## config.mk

```make
export PLATFORM = sky130hd
export DESIGN_NAME = pport_ide_bridge
export DESIGN_NICKNAME = d
export VERILOG_FILES = /design/src/rtl/pport_bridge_pkg.sv /design/src/rtl/cmd_latch.sv /design/src/rtl/strobe_gen.sv /design/src/rtl/rd_hold.sv /design/src/rtl/pport_ide_bridge.sv
export SDC_FILE = /design/constraint.sdc
export NUM_CORES = 1
export LEC_CHECK = 0
export BUFFER_PORTS_ARGS = -buffer_cell sky130_fd_sc_hd__buf_2
export CORE_AREA = 3 3 58 60
export CTS_CLUSTER_DIAMETER = 100
export DETAILED_ROUTE_END_ITERATION = 12
export DIE_AREA = 0 0 61 63
export PLACE_DENSITY = 0.75
export SLEW_MARGIN = 20
export SYNTH_ARGS = -nofsm -noshare
export SYNTH_HDL_FRONTEND = slang
export SYNTH_SLANG_ARGS = --single-unit
export TNS_END_PERCENT = 50
```

## constraint.sdc

```tcl
create_clock -name clk -period 2.5 [get_ports clk]
set_input_delay 0.25 -clock clk [delete_from_list [all_inputs] [get_ports clk]]
set_output_delay 0.25 -clock clk [all_outputs]
set_load 0.01 [all_outputs]
```

## src/rtl/pport_bridge_pkg.sv

```systemverilog
package pport_bridge_pkg;

  localparam int unsigned PORT_W     = 8;
  localparam int unsigned REG_ADDR_W = 3;

  typedef struct packed {
    logic cs_n;
    logic rd_n;
    logic wr_n;
  } ide_ctl_t;

endpackage

```

## src/rtl/cmd_latch.sv

```systemverilog
module cmd_latch #(
  parameter int unsigned DATA_W = 8
) (
  input  logic              clk,
  input  logic              rst_n,
  input  logic              sel_i,
  input  logic [DATA_W-1:0] port_i,
  output logic [DATA_W-1:0] cmd_next_o,
  output logic [DATA_W-1:0] cmd_q_o
);

  logic              sel_d_q;
  logic              sel_fall;
  logic [DATA_W-1:0] cmd_q;
  logic [DATA_W-1:0] cmd_d;

  assign sel_fall = sel_d_q & ~sel_i;

  always_comb begin
    cmd_d = cmd_q;
    if (sel_fall) begin
      cmd_d = port_i;
    end
  end

  always_ff @(posedge clk or negedge rst_n) begin
    if (!rst_n) begin
      sel_d_q <= 1'b1;
      cmd_q   <= '1;
    end else begin
      sel_d_q <= sel_i;
      cmd_q   <= cmd_d;
    end
  end

  assign cmd_next_o = cmd_d;
  assign cmd_q_o    = cmd_q;

endmodule

```

## src/rtl/strobe_gen.sv

```systemverilog
module strobe_gen
  import pport_bridge_pkg::*;
#(
  parameter int unsigned DATA_W = 8
) (
  input  logic              clk,
  input  logic              rst_n,
  input  logic              sel_i,
  input  logic              hs_n_i,
  input  logic              rd_dis_i,
  input  logic              wr_dis_i,
  input  logic [DATA_W-1:0] port_i,
  output ide_ctl_t          ctl_q_o,
  output logic              rd_n_next_o,
  output logic [DATA_W-1:0] wdata_q_o,
  output logic              drive_q_o
);

  ide_ctl_t          ctl_q;
  ide_ctl_t          ctl_d;
  logic [DATA_W-1:0] wdata_q;
  logic [DATA_W-1:0] wdata_d;
  logic              drive_q;
  logic              drive_d;
  logic              wdata_en;

  always_comb begin
    ctl_d.cs_n = sel_i;
    ctl_d.rd_n = hs_n_i | sel_i | rd_dis_i;
    ctl_d.wr_n = hs_n_i | sel_i | wr_dis_i;
    drive_d    = ~sel_i & ~wr_dis_i;
    wdata_en   = ~hs_n_i;
    wdata_d    = wdata_en ? port_i : wdata_q;
  end

  always_ff @(posedge clk or negedge rst_n) begin
    if (!rst_n) begin
      ctl_q   <= '1;
      drive_q <= 1'b0;
      wdata_q <= '0;
    end else begin
      ctl_q   <= ctl_d;
      drive_q <= drive_d;
      wdata_q <= wdata_d;
    end
  end

  assign ctl_q_o     = ctl_q;
  assign rd_n_next_o = ctl_d.rd_n;
  assign wdata_q_o   = wdata_q;
  assign drive_q_o   = drive_q;

endmodule

```

## src/rtl/rd_hold.sv

```systemverilog
module rd_hold #(
  parameter int unsigned DATA_W = 8
) (
  input  logic              clk,
  input  logic              rst_n,
  input  logic              rd_n_q_i,
  input  logic              rd_n_next_i,
  input  logic [DATA_W-1:0] dev_data_i,
  output logic [DATA_W-1:0] hold_o
);

  logic              cap_en;
  logic [DATA_W-1:0] hold_q;
  logic [DATA_W-1:0] hold_d;

  always_comb begin
    cap_en = ~rd_n_q_i & rd_n_next_i;
    hold_d = cap_en ? dev_data_i : hold_q;
  end

  always_ff @(posedge clk or negedge rst_n) begin
    if (!rst_n) begin
      hold_q <= '0;
    end else begin
      hold_q <= hold_d;
    end
  end

  assign hold_o = hold_q;

endmodule

```

## src/rtl/pport_ide_bridge.sv

```systemverilog
module pport_ide_bridge
  import pport_bridge_pkg::*;
#(
  parameter int unsigned DATA_W = PORT_W,
  parameter int unsigned ADDR_W = REG_ADDR_W,
  parameter int unsigned SYNC_W = 2
) (
  input  logic                         clk,
  input  logic                         rst_n,
  input  logic                         sel_i,
  input  logic                         hs_n_i,
  input  logic [DATA_W-1:0]            host_wdata_i,
  output logic [DATA_W-1:0]            host_rdata_o,
  output logic                         ide_cs0_n_o,
  output logic [ADDR_W-1:0]            ide_addr_o,
  output logic                         ide_rd_n_o,
  output logic                         ide_wr_n_o,
  output logic [DATA_W-1:0]            ide_data_o,
  output logic                         ide_data_oe_o,
  input  logic [DATA_W-1:0]            ide_data_i,
  output logic [DATA_W-ADDR_W-3:0]     spare_o
);

  localparam int unsigned RD_BIT  = ADDR_W;
  localparam int unsigned WR_BIT  = ADDR_W + 1;
  localparam int unsigned SPARE_L = ADDR_W + 2;

  logic [SYNC_W-1:0] rst_pipe_q;
  logic              rst_sync_n;
  logic [DATA_W-1:0] cmd_next;
  logic [DATA_W-1:0] cmd_q;
  ide_ctl_t          ctl_q;
  logic              rd_n_next;

  always_ff @(posedge clk or negedge rst_n) begin
    if (!rst_n) begin
      rst_pipe_q <= '0;
    end else begin
      rst_pipe_q <= {rst_pipe_q[SYNC_W-2:0], 1'b1};
    end
  end

  assign rst_sync_n = rst_pipe_q[SYNC_W-1];

  cmd_latch #(.DATA_W(DATA_W)) i_cmd_latch (
    .clk        (clk),
    .rst_n      (rst_sync_n),
    .sel_i      (sel_i),
    .port_i     (host_wdata_i),
    .cmd_next_o (cmd_next),
    .cmd_q_o    (cmd_q)
  );

  strobe_gen #(.DATA_W(DATA_W)) i_strobe_gen (
    .clk         (clk),
    .rst_n       (rst_sync_n),
    .sel_i       (sel_i),
    .hs_n_i      (hs_n_i),
    .rd_dis_i    (cmd_next[RD_BIT]),
    .wr_dis_i    (cmd_next[WR_BIT]),
    .port_i      (host_wdata_i),
    .ctl_q_o     (ctl_q),
    .rd_n_next_o (rd_n_next),
    .wdata_q_o   (ide_data_o),
    .drive_q_o   (ide_data_oe_o)
  );

  rd_hold #(.DATA_W(DATA_W)) i_rd_hold (
    .clk         (clk),
    .rst_n       (rst_sync_n),
    .rd_n_q_i    (ctl_q.rd_n),
    .rd_n_next_i (rd_n_next),
    .dev_data_i  (ide_data_i),
    .hold_o      (host_rdata_o)
  );

  assign ide_cs0_n_o = ctl_q.cs_n;
  assign ide_rd_n_o  = ctl_q.rd_n;
  assign ide_wr_n_o  = ctl_q.wr_n;
  assign ide_addr_o  = cmd_q[ADDR_W-1:0];
  assign spare_o     = cmd_q[DATA_W-1:SPARE_L];

endmodule

```

Word level (Yosys, flattened, before mapping)
Cells that the tools add are included.
- register bits: 30
- bits in latches: 0
- memory bits (writable): 0
- memory bits (read-only): 0
- logic and storage cells: 19
- memories kept: 0
- $add $sub $neg: 0
- multiply operators: 0
- div/mod/pow operators: 0
- order comparisons: 0
- equal/unequal tests: 0
- shifts and indexed selects: 0
- mux-type cells: 1
- bitwise operators: 9
- reductions and logical operators: 0
- operators with widths (cell ; count):
    $mux 5 ; 1
    $and 1x1->1 ; 3
    $not 1->1 ; 3
    $or 1x1->1 ; 3

Logic depth before layout (Yosys ltp)
Gate-level depths: netlist of run 1.
- depth in word-level cells: 5
- depth in mapped cells: 4

Cells and area by module
Synthesis of run 1 repeated with hierarchy kept, for this count alone.
- cell total of the unflattened synthesis: 64
- area, all modules: 1202.4 um^2
- by module, submodules not included (module ; instances ; cells an instance ; area an instance (um^2) ; sequential area each (um^2)):
    strobe_gen ; 1 ; 24 ; 421.7 ; 304.0
    cmd_latch ; 1 ; 19 ; 381.6 ; 236.5
    rd_hold ; 1 ; 18 ; 345.3 ; 200.2
    pport_ide_bridge ; 1 ; 3 ; 53.8 ; 50.0

Worst setup path before layout of run 1
Ideal clock, no wire load.
- path kind: reg2reg
- start point: reg i_cmd_latch.sel_d_q
- end point: reg i_rd_hold.hold_q[0] (netlist: i_rd_hold.hold_o[0])
- arrival: 1.314 ns
- data required time: 2.375 ns
- setup slack: 1.061 ns
- stages on the path, launching flop included: 4
- buffers on the path: 0
- clock period less this slack: 1.439 ns
- cell sequence: dfstp_2 > mux2i_1 > a21oi_4 > mux2_2
- longest elaborated chain between the ends: 4
- ends and longest elaborated chain (what ; RTL line ; text):
    from (decl) ; cmd_latch.sv:12 ; logic sel_d_q;
    from (signal assigned) ; cmd_latch.sv:31 ; sel_d_q <= sel_i;
    $and 1x1->1 ; cmd_latch.sv:17 ; assign sel_fall = sel_d_q & ~sel_i;
    $mux 5 ; cmd_latch.sv:21 ; if (sel_fall) begin
    $or 1x1->1 ; strobe_gen.sv:29 ; ctl_d.rd_n = hs_n_i | sel_i | rd_dis_i;
    $and 1x1->1 ; rd_hold.sv:17 ; cap_en = ~rd_n_q_i & rd_n_next_i;
    to (signal assigned) ; rd_hold.sv:25 ; hold_q <= hold_d;
    to (decl) ; rd_hold.sv:13 ; logic [DATA_W-1:0] hold_q;
Every way passes these cells.
A chain may end at the register's enable or synchronous reset.

Worst setup path after layout of run 1
- start point: reg i_cmd_latch.sel_d_q
- end point: reg i_rd_hold.hold_q[4] (netlist: i_rd_hold.hold_o[4])
The elaborated chain is that of the path after synthesis.

==> results of run 1 <==
## sequential cells by signal, indices dropped and copies added, names as in the netlist
register	count
i_strobe_gen.wdata_q_o	8
i_strobe_gen.ctl_q_o	2
i_rd_hold.hold_o	8
i_cmd_latch.sel_d_q	1
i_cmd_latch.cmd_q_o	8
i_strobe_gen.drive_q_o	1
rst_pipe_q	2
## cell type report
class	count	area [µm²]	share of cell area, %
well taps	33	41.3	2.88
repair buffers	47	243	16.9
flip-flops and latches	30	766	53.4
clock buffers	8	48.8	3.40
multi-input cells	33	337	23.5
## power by group through the flow
stage	registers (µW)	logic, µW	clock network [µW]
floorplan	642	108	0
global placement	617	204	0
detailed placement	622	210	0
CTS	613	211	272
global route	626	227	292
finish	611	206	258
## path summary, 6_finish.rpt
path / startpoint / endpoint / slack [ns]
max: i_cmd_latch.sel_d_q / i_rd_hold.hold_o[4] / 1.01
min: sel_i / i_cmd_latch.sel_d_q / 0.06
max reg2reg: i_cmd_latch.sel_d_q / i_rd_hold.hold_o[4] / 1.01
min reg2reg: rst_pipe_q[1] / i_rd_hold.hold_o[6] / 0.24
max in group asynchronous: rst_pipe_q[1] / i_strobe_gen.ctl_q_o[0] / 1.70
min in group asynchronous: rst_n / rst_pipe_q[1] / 0.24
## logic make-up after synthesis
logic type | after synthesis | synth area share [%]
buf+inv | 8 | 4.76
mux | 25 | 24.2
compound gates | 2 | 2.06
other cells | 1 | 0.324
simple gates | 5 | 2.49
flops | 30 | 66.1
## cell usage after synthesis (all sizes together)
master	instances
a211oi	1
a21oi	1
and2b	1
buf	8
conb	1
dfrtp	19
dfstp	11
mux2	24
mux2i	1
nand2	1
nand2b	2
nor2	1
## per-layer routing
metal,GRT usage (%),wire [µm],vias to the layer above
met3,4.75,172,3
li1,-,-,329
met2,19.5,1030,32
met4,5.69,21,0
met5,0,0,-
met1,12.3,719,322
## metrics by stage
step / std cells / total power [µW]
after global routing: 151 / 1150
after CTS: 151 / 1100
after detailed placement: 142 / 832
after global placement: 142 / 822
after floorplan: 71 / 750
final: 151 / 1080
==> metrics.md, run 1 <==
| Metric | Value |
|---|---|
| Post-synth cell types | `13` |
| FF+latch count, synth | `30` |
| Status | `complete, no violations` |
| Final-report hold violation count | `0` |
| Number of sinks handled by clock tree synthesis | `30` |
| Post-route clock skew | `0.0101 ns` |
| Pre-CTS setup slack | `0.998 ns` |
| Number of rows created at floorplan | `20` |
| Final routed wire length divided by cell count | `12.9 µm` |
| Worst-Skew Late Latency | `0.32 ns` |
| Die height | `63 µm` |
| Max Fanout on Critical Path | `8` |
| Part of the cycle the worst path needs | `59.6%` |
| Share of post-route cells with drive strength above 1 | `75.4%` |
| Cells after synthesis | `71` |
| DRC violation count after routing | `0` |
| Total placed instance area | `1380 µm²` |
| Layout Cell Area excl Fill | `1440 µm²` |
| Pin count of the biggest net entering global routing | `27` |
| Worst vdd rail ir drop | `0.291 mV` |
| Finish-stage setup viols | `0` |
| Drt pass-1 iters | `4` |
| Final setup TNS | `0 ns` |
| Weighted congestion at the end of routability-driven global placement | `0.596` |
| Wire length reported by the detailed router | `1.94 mm` |
| Synthesized Nets | `91` |
| Mean Syn Cell Area | `16.3 µm²` |
| Unrepaired setup endpoints after global routing | `false` |
| Area of the core region | `2980 µm²` |
| Global-route wire length before repair | `3.25 mm` |
| Total Die Area | `3840 µm²` |
| Root Buffer | `sky130_fd_sc_hd__clkbuf_4` |
| Inserted Diodes | `0` |
| Hold_buf cts | `1` |
| Largest buffer count on any clock path | `2` |
| Number of setup buffers added after CTS | `0` |
| Cts bufs inserted | `5` |
| Delay of the slowest cell on the worst path | `0.57 ns` |
| Mean number of vias per cell | `4.54` |
| Fill cell instance count of the final layout | `281` |
| Type of origin of the critical path | `flop` |
| Cells traversed along the worst timing path | `mux2i_1 -> a21oi_4 -> mux2_2` |
| Total number of yosys warnings | `0` |
| Most frequent cells in the layout | `sky130_fd_sc_hd__buf_2 (45), sky130_fd_sc_hd__mux2_2 (24), sky130_fd_sc_hd__dfrtp_1 (18)` |
| Switch share | `25.9%` |
| Number of top-level pins | `46` |
| Via count | `686` |
| Final antenna-violating net count | `0` |
| R2r worst-path depth | `3` |
| Share of total power in the clock network | `24.0%` |
| Leading area contributor after synthesis | `sky130_fd_sc_hd__dfrtp_1` |
| Initial core utilization | `38.8%` |
| Sequential cell area fraction in the yosys report | `66.1%` |
| Slowest cell on the critical path | `sky130_fd_sc_hd__dfstp_2` |
| Type of the most critical hold path | `in -> reg` |
| Switching power of the nets | `279 µW` |
| Antenna violations before repair | `0` |
| GR Overflow Total | `0` |
| PwrDens | `749 nW/µm²` |
| MaxCap Viol Count | `0` |
| Syn-to-layout area delta | `24.1%` |
| H-tree depth | `2` |
| Crit path setup slack, layout | `1.01 ns` |
| GRT Util Overall | `11.7%` |
| Clock transition at the registers of the reported paths | `0.08 ns` |
| Portion of total power attributed to sequential cells | `56.8%` |
| Static leakage power | `0.000669 µW` |
| Port Buf Inserts | `45` |
| Cell types with the largest area share after synthesis | `sky130_fd_sc_hd__dfrtp_1 (41%), sky130_fd_sc_hd__dfstp_2 (25%), sky130_fd_sc_hd__mux2_2 (23%)` |
| Critical path capture point type | `flop` |
| Required arrival time at the worst endpoint | `2.70 ns` |
| Final max-slew violation count | `0` |
| Max transition margin | `64.2%` |
| Vias in the first global route | `726` |
| Arr. time, crit path | `1.69 ns` |
| Post-layout net count | `137` |
| CP Class | `reg -> reg` |
| Max Freq | `671 MHz` |
| Slew at the pin closest to its max-slew limit | `0.537 ns` |
| Clock tree from TritonCTS | `done` |
| Post-cts sizing count | `0` |
| Worst hold slack | `0.0640 ns` |
| Worst path depth | `3` |
| Logic pwr share | `19.2%` |
| Final worst path period need | `1.49 ns` |
| Die width | `61 µm` |
| Family of cells with the greatest summed delay on the critical path | `flip-flops` |
| Final core utilization | `48.2%` |
| Internal power contribution | `796 µW` |
| Cells on Worst Hold Path | `1` |
| Critical path buffers and inverters | `0` |
| Number of DRC markers after the initial detailed-route iteration | `9` |
| Area share of the largest cell type after synthesis | `41.1%` |
| Summed instance area of the synthesized netlist | `1160 µm²` |
| Leading cell type in the layout, fill and taps excluded | `sky130_fd_sc_hd__buf_2` |
No activity file was read; power rests on OpenSTA's default activity.
==> run 2: changes to the inputs <==
- PLACE_DENSITY: 0.75 -> 0.78
- clock period: 2.5 -> 1.32 ns (I/O delays scaled with it)
==> run 2 against run 1 <==
The flow now finishes with violations (negative setup slack). First-iteration DRC count down 67%. Fmax up 6.2%. Clock skew increased by 0.0020 ns. Largest cell class unchanged. Highest routed layer unchanged.
==> metrics.md, run 2 (same netlist as run 1, synthesis figures left out) <==
| Metric | Value |
|---|---|
| Post-route clock skew | `0.0122 ns (+0.00203 ns)` |
| Largest buffer count on any clock path | `2 (unchanged)` |
| Total Die Area | `3840 µm² (unchanged)` |
| Drt pass-1 iters | `2 (-2)` |
| GR Overflow Total | `0 (unchanged)` |
| Status | `complete, but fails checks` |
| Finish-stage setup viols | `8 (+8)` |
| CP Class | `reg -> reg` |
| Type of origin of the critical path | `flop` |
| Beginning of the worst hold path | `sel_i` |
| Switching power of the nets | `558 µW (+100%)` |
| Origin of the worst setup path | `i_cmd_latch.sel_d_q` |
| Worst setup endpoint | `i_rd_hold.hold_o[4]` |
| Inserted Diodes | `0 (unchanged)` |
| Via count | `711 (+3.6%)` |
| PwrDens | `1390 nW/µm² (+86%)` |
| Post-cts sizing count | `0 (unchanged)` |
| Static leakage power | `0.000702 µW (+4.8%)` |
| Antenna violations before repair | `0 (unchanged)` |
| Initial core utilization | `38.8% (unchanged)` |
| Internal power contribution | `1510 µW (+90%)` |
| Syn-to-layout area delta | `28.7%` |
| DRC violation count after routing | `0 (unchanged)` |
| Worst-case register-to-register setup slack | `-0.08 ns (-1.09 ns)` |
| MaxCap Viol Count | `0 (unchanged)` |
| Pin count of the biggest net entering global routing | `17 (-37%)` |
| Clock tree from TritonCTS | `done` |
| Switch share | `26.9% (+1.0 points)` |
| Port Buf Inserts | `45 (unchanged)` |
| Weighted congestion at the end of routability-driven global placement | `0.641 (+7.6%)` |
| Worst-Skew Late Latency | `0.32 ns (about the same)` |
| Final routed wire length divided by cell count | `13.4 µm (+3.9%)` |
| Max Fanout on Critical Path | `8 (unchanged)` |
| Die width | `61 µm (unchanged)` |
| Number of top-level pins | `46 (unchanged)` |
| Number of rows created at floorplan | `20 (unchanged)` |
| Number of setup buffers added after CTS | `0 (unchanged)` |
| Root Buffer | `sky130_fd_sc_hd__clkbuf_4` |
| Arr. time, crit path | `1.61 ns (-0.08 ns)` |
| Number of DRC markers after the initial detailed-route iteration | `3 (-6)` |
| Logic pwr share | `20.4% (+1.2 points)` |
| Required arrival time at the worst endpoint | `1.53 ns (-1.17 ns)` |
| Failing checks | `negative setup slack` |
| Vias in the first global route | `762 (+5.0%)` |
| Post-layout net count | `143 (+4.4%)` |
| Die height | `63 µm (unchanged)` |
| Unrepaired setup endpoints after global routing | `true` |
| Startpoint of the most critical register-to-register path | `i_cmd_latch.sel_d_q` |
| Wire length reported by the detailed router | `2.10 mm (+8.1%)` |
| Critical path capture point type | `flop` |
| Leading cell type in the layout, fill and taps excluded | `sky130_fd_sc_hd__buf_2` |
| Share of total power in the clock network | `24.1% (about the same)` |
| GRT Util Overall | `12.9% (+1.2 points)` |
| Final setup TNS | `-0.571 ns (-0.571 ns)` |
| Area of the core region | `2980 µm² (unchanged)` |
| Part of the cycle the worst path needs | `106% (+47 points)` |
| Final core utilization | `50.0% (+1.8 points)` |
| Post-DP HPWL | `1.60 mm` |
| Mean number of vias per cell | `4.53 (-0.32%)` |
| Final max-slew violation count | `0 (unchanged)` |
| Global-route wire length before repair | `3.48 mm (+7.2%)` |
| H-tree depth | `2 (unchanged)` |
| R2r worst-path depth | `3 (unchanged)` |
| Worst vdd rail ir drop | `0.807 mV (+180%)` |
| Total power after layout | `2070 µW (+93%)` |
| Final worst path period need | `1.40 ns (-0.0866 ns)` |
| Most frequent cells in the layout | `sky130_fd_sc_hd__buf_2 (45), sky130_fd_sc_hd__mux2_2 (24), sky130_fd_sc_hd__dfrtp_1 (19)` |
| Final antenna-violating net count | `0 (unchanged)` |
| Cts bufs inserted | `5 (unchanged)` |
| Max Freq | `713 MHz (+6.2%)` |
| Final-report hold violation count | `0 (unchanged)` |
| Crit path setup slack, layout | `-0.0834 ns (-1.09 ns)` |
| Number of sinks handled by clock tree synthesis | `30 (unchanged)` |
| Share of post-route cells with drive strength above 1 | `77.4% (+2.0 points)` |
| Destination of the worst register-to-register timing path | `i_rd_hold.hold_o[4]` |
| Clock transition at the registers of the reported paths | `0.09 ns (about the same)` |
| Portion of total power attributed to sequential cells | `55.4% (-1.4 points)` |
| Type of the most critical hold path | `in -> reg` |
==> run 2: changes by cell type in the layout (fill, tap and decap cells not counted) <==
cell	previous run	this run
sky130_fd_sc_hd__buf_4	1	6
sky130_fd_sc_hd__clkbuf_1	3	1
sky130_fd_sc_hd__clkinv_2	0	2
sky130_fd_sc_hd__dfrtp_1	18	19
sky130_fd_sc_hd__dfrtp_2	1	0
sky130_fd_sc_hd__dlygate4sd3_1	1	2
sky130_fd_sc_hd__mux2i_1	1	0
sky130_fd_sc_hd__mux2i_2	0	1
==> run 2: worst min path at each step <==
stage | to | slack [ns] | cells past startpoint
5_1_grt | i_rd_hold.hold_o[5] | 0.01 | 2
2_1_floorplan | rst_pipe_q[0] | -0.16 | 0
4_1_cts | i_strobe_gen.drive_q_o | 0.004 | 2
3_3_place_gp | rst_pipe_q[0] | -0.08 | 1
3_5_place_dp | rst_pipe_q[0] | -0.08 | 1
6_report | i_strobe_gen.drive_q_o | 0.02 | 2
==> run 2: layer usage <==
| layer | share of wire [%] | track usage, % | vias to the layer above |
|---|---|---|---|
| li1 | - | - | 337 |
| met5 | 0 | 0 | - |
| met2 | 49 | 20.1 | 37 |
| met3 | 7.3 | 4.75 | 5 |
| met1 | 41 | 14.9 | 332 |
| met4 | 2.2 | 7.32 | 0 |
==> run 2: what timing repair did <==
item / in CTS / in global routing
endpoints found under the hold margin: 3 / 0
hold buffers: 2 / 0
endpoints found under the setup margin: 8 / 10
==> run 2: power by group through the flow <==
stage / registers (µW) / clock network (µW) / logic, µW
3_3_place_gp: 1160 / 0 / 412
3_5_place_dp: 1160 / 0 / 428
2_1_floorplan: 1220 / 0 / 206
4_1_cts: 1150 / 533 / 432
6_report: 1150 / 500 / 423
5_1_grt: 1170 / 574 / 463
==> run 2: critical path, cell delays in order (launching register included) <==
cell and delay, ns:
sky130_fd_sc_hd__dfstp_2 0.55, sky130_fd_sc_hd__mux2i_2 0.09, sky130_fd_sc_hd__a21oi_4 0.27, sky130_fd_sc_hd__mux2_2 0.38
==> run 2: final cells by class <==
type	count	area, µm²
sequential	30	764
fill	271	1490
tap	33	41.3
timing repair buffer	53	290
multi-input combinational	33	340
clock buffer	6	41.3
clock inverter	2	10.0
==> run 2: per-stage QoR <==
step	area, µm²	hold slack (ns)	setup WS [ns]	instances
finish	1490	0.0238	-0.0834	157
global route	1490	0.0114	-0.142	157
CTS	1490	0.00375	-0.0927	157
detailed placement	1420	-0.0794	-0.0851	147
global placement	1420	-0.0797	-0.0366	147
floorplan	1160	-0.164	-0.0591	71
==> run 3: changes to the inputs <==
- CELL_PAD_IN_SITES_DETAIL_PLACEMENT: not set -> 0
- CELL_PAD_IN_SITES_GLOBAL_PLACEMENT: not set -> 1
- CORE_AREA: 3 3 58 60 -> 3 3 64 66
- DIE_AREA: 0 0 61 63 -> 0 0 67 69
- PLACE_DENSITY: 0.78 -> 0.79
==> run 3 against run 2 <==
Design area rose by 2.4%. Core utilization fell by 8.0 points. Combinational power fell by 2%. The flow still finishes with violations (negative setup slack). Wire length up 4.0%. Setup slack lost 0.025 ns. Final cell count grew 7.6%. Clock skew decreased by 0.010 ns. Register-to-register slack worse by 0.03 ns.
==> metrics.md, run 3 (same netlist as run 1, synthesis figures left out) <==
| Metric | Value |
|---|---|
| Port Buf Inserts | `45 (unchanged)` |
| Origin of the worst setup path | `i_cmd_latch.sel_d_q` |
| Critical path capture point type | `flop` |
| Final worst path period need | `1.43 ns (+0.0253 ns)` |
| Total Die Area | `4620 µm² (+20%)` |
| Wire length reported by the detailed router | `2.19 mm (+4.0%)` |
| GR Overflow Total | `0 (unchanged)` |
| Critical path buffers and inverters | `0 (unchanged)` |
| Final antenna-violating net count | `0 (unchanged)` |
| Via count | `726 (+2.1%)` |
| Pin count of the biggest net entering global routing | `29 (+12)` |
| Die width | `67 µm (+9.8%)` |
| Worst hold slack | `0.0736 ns (+0.0498 ns)` |
| Slowest cell on the critical path | `sky130_fd_sc_hd__dfstp_2` |
| Delay of the slowest cell on the worst path | `0.56 ns (about the same)` |
| Cts bufs inserted | `5 (unchanged)` |
| Die height | `69 µm (+9.5%)` |
| Worst vdd rail ir drop | `0.745 mV (-7.7%)` |
| Mean number of vias per cell | `4.30 (-5.1%)` |
| Final routed wire length divided by cell count | `12.9 µm (-3.4%)` |
| Post-layout net count | `140 (-2.1%)` |
| Clock transition at the registers of the reported paths | `0.06 ns (-0.03 ns)` |
| Number of sinks handled by clock tree synthesis | `30 (unchanged)` |
| Final max-slew violation count | `0 (unchanged)` |
| Number of top-level pins | `46 (unchanged)` |
| Startpoint of the most critical register-to-register path | `i_cmd_latch.sel_d_q` |
| R2r worst-path depth | `3 (unchanged)` |
| GRT Util Overall | `10.6% (-2.3 points)` |
| Number of DRC markers after the initial detailed-route iteration | `15 (+12)` |
| Type of origin of the critical path | `flop` |
| Number of cells after detailed placement | `159 (+8.2%)` |
| Part of the cycle the worst path needs | `108% (+1.9 points)` |
| Family of cells with the greatest summed delay on the critical path | `flip-flops` |
| Final-report hold violation count | `0 (unchanged)` |
| Type of the most critical hold path | `in -> reg` |
| Syn-to-layout area delta | `31.8%` |
| Worst path depth | `3 (unchanged)` |
| Largest buffer count on any clock path | `2 (unchanged)` |
| DRC violation count after routing | `0 (unchanged)` |
| Number of rows created at floorplan | `22 (+10%)` |
| Worst-Skew Late Latency | `0.27 ns (-0.05 ns)` |
| Leading cell type in the layout, fill and taps excluded | `sky130_fd_sc_hd__buf_2` |
| Antenna violations before repair | `0 (unchanged)` |
| Area of the core region | `3630 µm² (+22%)` |
| Clock tree from TritonCTS | `done` |
| Weighted congestion at the end of routability-driven global placement | `0.590 (-8.0%)` |
| Cells traversed along the worst timing path | `mux2i_2 -> a21oi_4 -> mux2_2` |
| Arr. time, crit path | `1.59 ns (-0.02 ns)` |
| Vias in the first global route | `749 (-1.7%)` |
| Global-route wire length before repair | `3.53 mm (+1.2%)` |
| Finished Layout Cells | `169 (+7.6%)` |
| Initial core utilization | `31.8% (-7.0 points)` |
| Share of post-route cells with drive strength above 1 | `76.9% (-0.56 points)` |
| Failing checks | `negative setup slack` |
| Static leakage power | `0.000704 µW (+0.35%)` |
| Drt pass-1 iters | `2 (unchanged)` |
| Max Freq | `700 MHz (-1.8%)` |
| Finish-stage setup viols | `8 (unchanged)` |
| Crit path setup slack, layout | `-0.109 ns (-0.0253 ns)` |
| H-tree depth | `2 (unchanged)` |
| Root Buffer | `sky130_fd_sc_hd__clkbuf_8` |
| Beginning of the worst hold path | `sel_i` |
| Inserted Diodes | `0 (unchanged)` |
| CP Class | `reg -> reg` |
| Post-route clock skew | `0.00190 ns (-0.0103 ns)` |
| Status | `complete, but fails checks` |
| PwrDens | `1510 nW/µm² (+8.2%)` |
| Most frequent cells in the layout | `sky130_fd_sc_hd__buf_2 (45), sky130_fd_sc_hd__mux2_2 (24), sky130_fd_sc_hd__dfrtp_1 (19)` |
| MaxCap Viol Count | `0 (unchanged)` |
| Required arrival time at the worst endpoint | `1.48 ns (-0.05 ns)` |
| Unrepaired setup endpoints after global routing | `true` |
| Max Fanout on Critical Path | `8 (unchanged)` |
| Cells on Worst Hold Path | `2 (unchanged)` |
## run 3: path summary, 6_finish.rpt
| kind | to | slack [ns] |
|---|---|---|
| max in group asynchronous | i_strobe_gen.ctl_q_o[1] | 0.78 |
| min in group asynchronous | rst_pipe_q[0] | 0.17 |
| min | i_strobe_gen.drive_q_o | 0.07 |
| max reg2reg | i_rd_hold.hold_o[1] | -0.11 |
| max | i_rd_hold.hold_o[1] | -0.11 |
| min reg2reg | i_strobe_gen.wdata_q_o[0] | 0.24 |
## run 3: where the power goes
part | internal, µW | total (µW) | leakage, µW | switching [µW]
logic | 222 | 413 | 0.000317 | 191
clock network | 419 | 731 | 0.0000482 | 312
registers | 1090 | 1150 | 0.000339 | 65.8
## run 3: what timing repair did
action,in CTS,in global routing
endpoints found under the hold margin,3,0
setup endpoints to repair,8,11
gates resized for setup,0,0
hold buffers,2,0
setup buffers,0,0
## run 3: through the flow
| stage | utilization [%] | TNS [ns] | cell area, µm² | worst slack [ns] | power (µW) |
|---|---|---|---|---|---|
| 4_1_cts | 41.9 | -0.935 | 1520 | -0.121 | 2350 |
| 2_1_floorplan | - | -0.473 | 1160 | -0.0591 | 1420 |
| 6_report | 41.9 | -0.832 | 1520 | -0.109 | 2300 |
| 3_3_place_gp | 38.9 | -0.450 | 1410 | -0.0569 | 1570 |
| 3_5_place_dp | 38.9 | -0.881 | 1410 | -0.115 | 1590 |
| 5_1_grt | 41.9 | -1.40 | 1520 | -0.176 | 2450 |
## run 3: layout make-up
cell class	instances	area, µm²
timing repair buffer	50	268
tap	48	60.1
clock buffer	7	86.3
clock inverter	1	5.00
multi-input combinational	33	340
fill	360	2110
sequential	30	764
## run 3: layer usage
| metal | part of all wire, % | wire length (µm) | vias up | GRT usage [%] |
|---|---|---|---|---|
| met2 | 50 | 1080 | 32 | 16.7 |
| met1 | 40 | 875 | 356 | 11.8 |
| met5 | 0 | 0 | - | 0 |
| li1 | - | - | 332 | - |
| met4 | 2.1 | 45 | 0 | 5.41 |
| met3 | 8.3 | 182 | 6 | 4.89 |
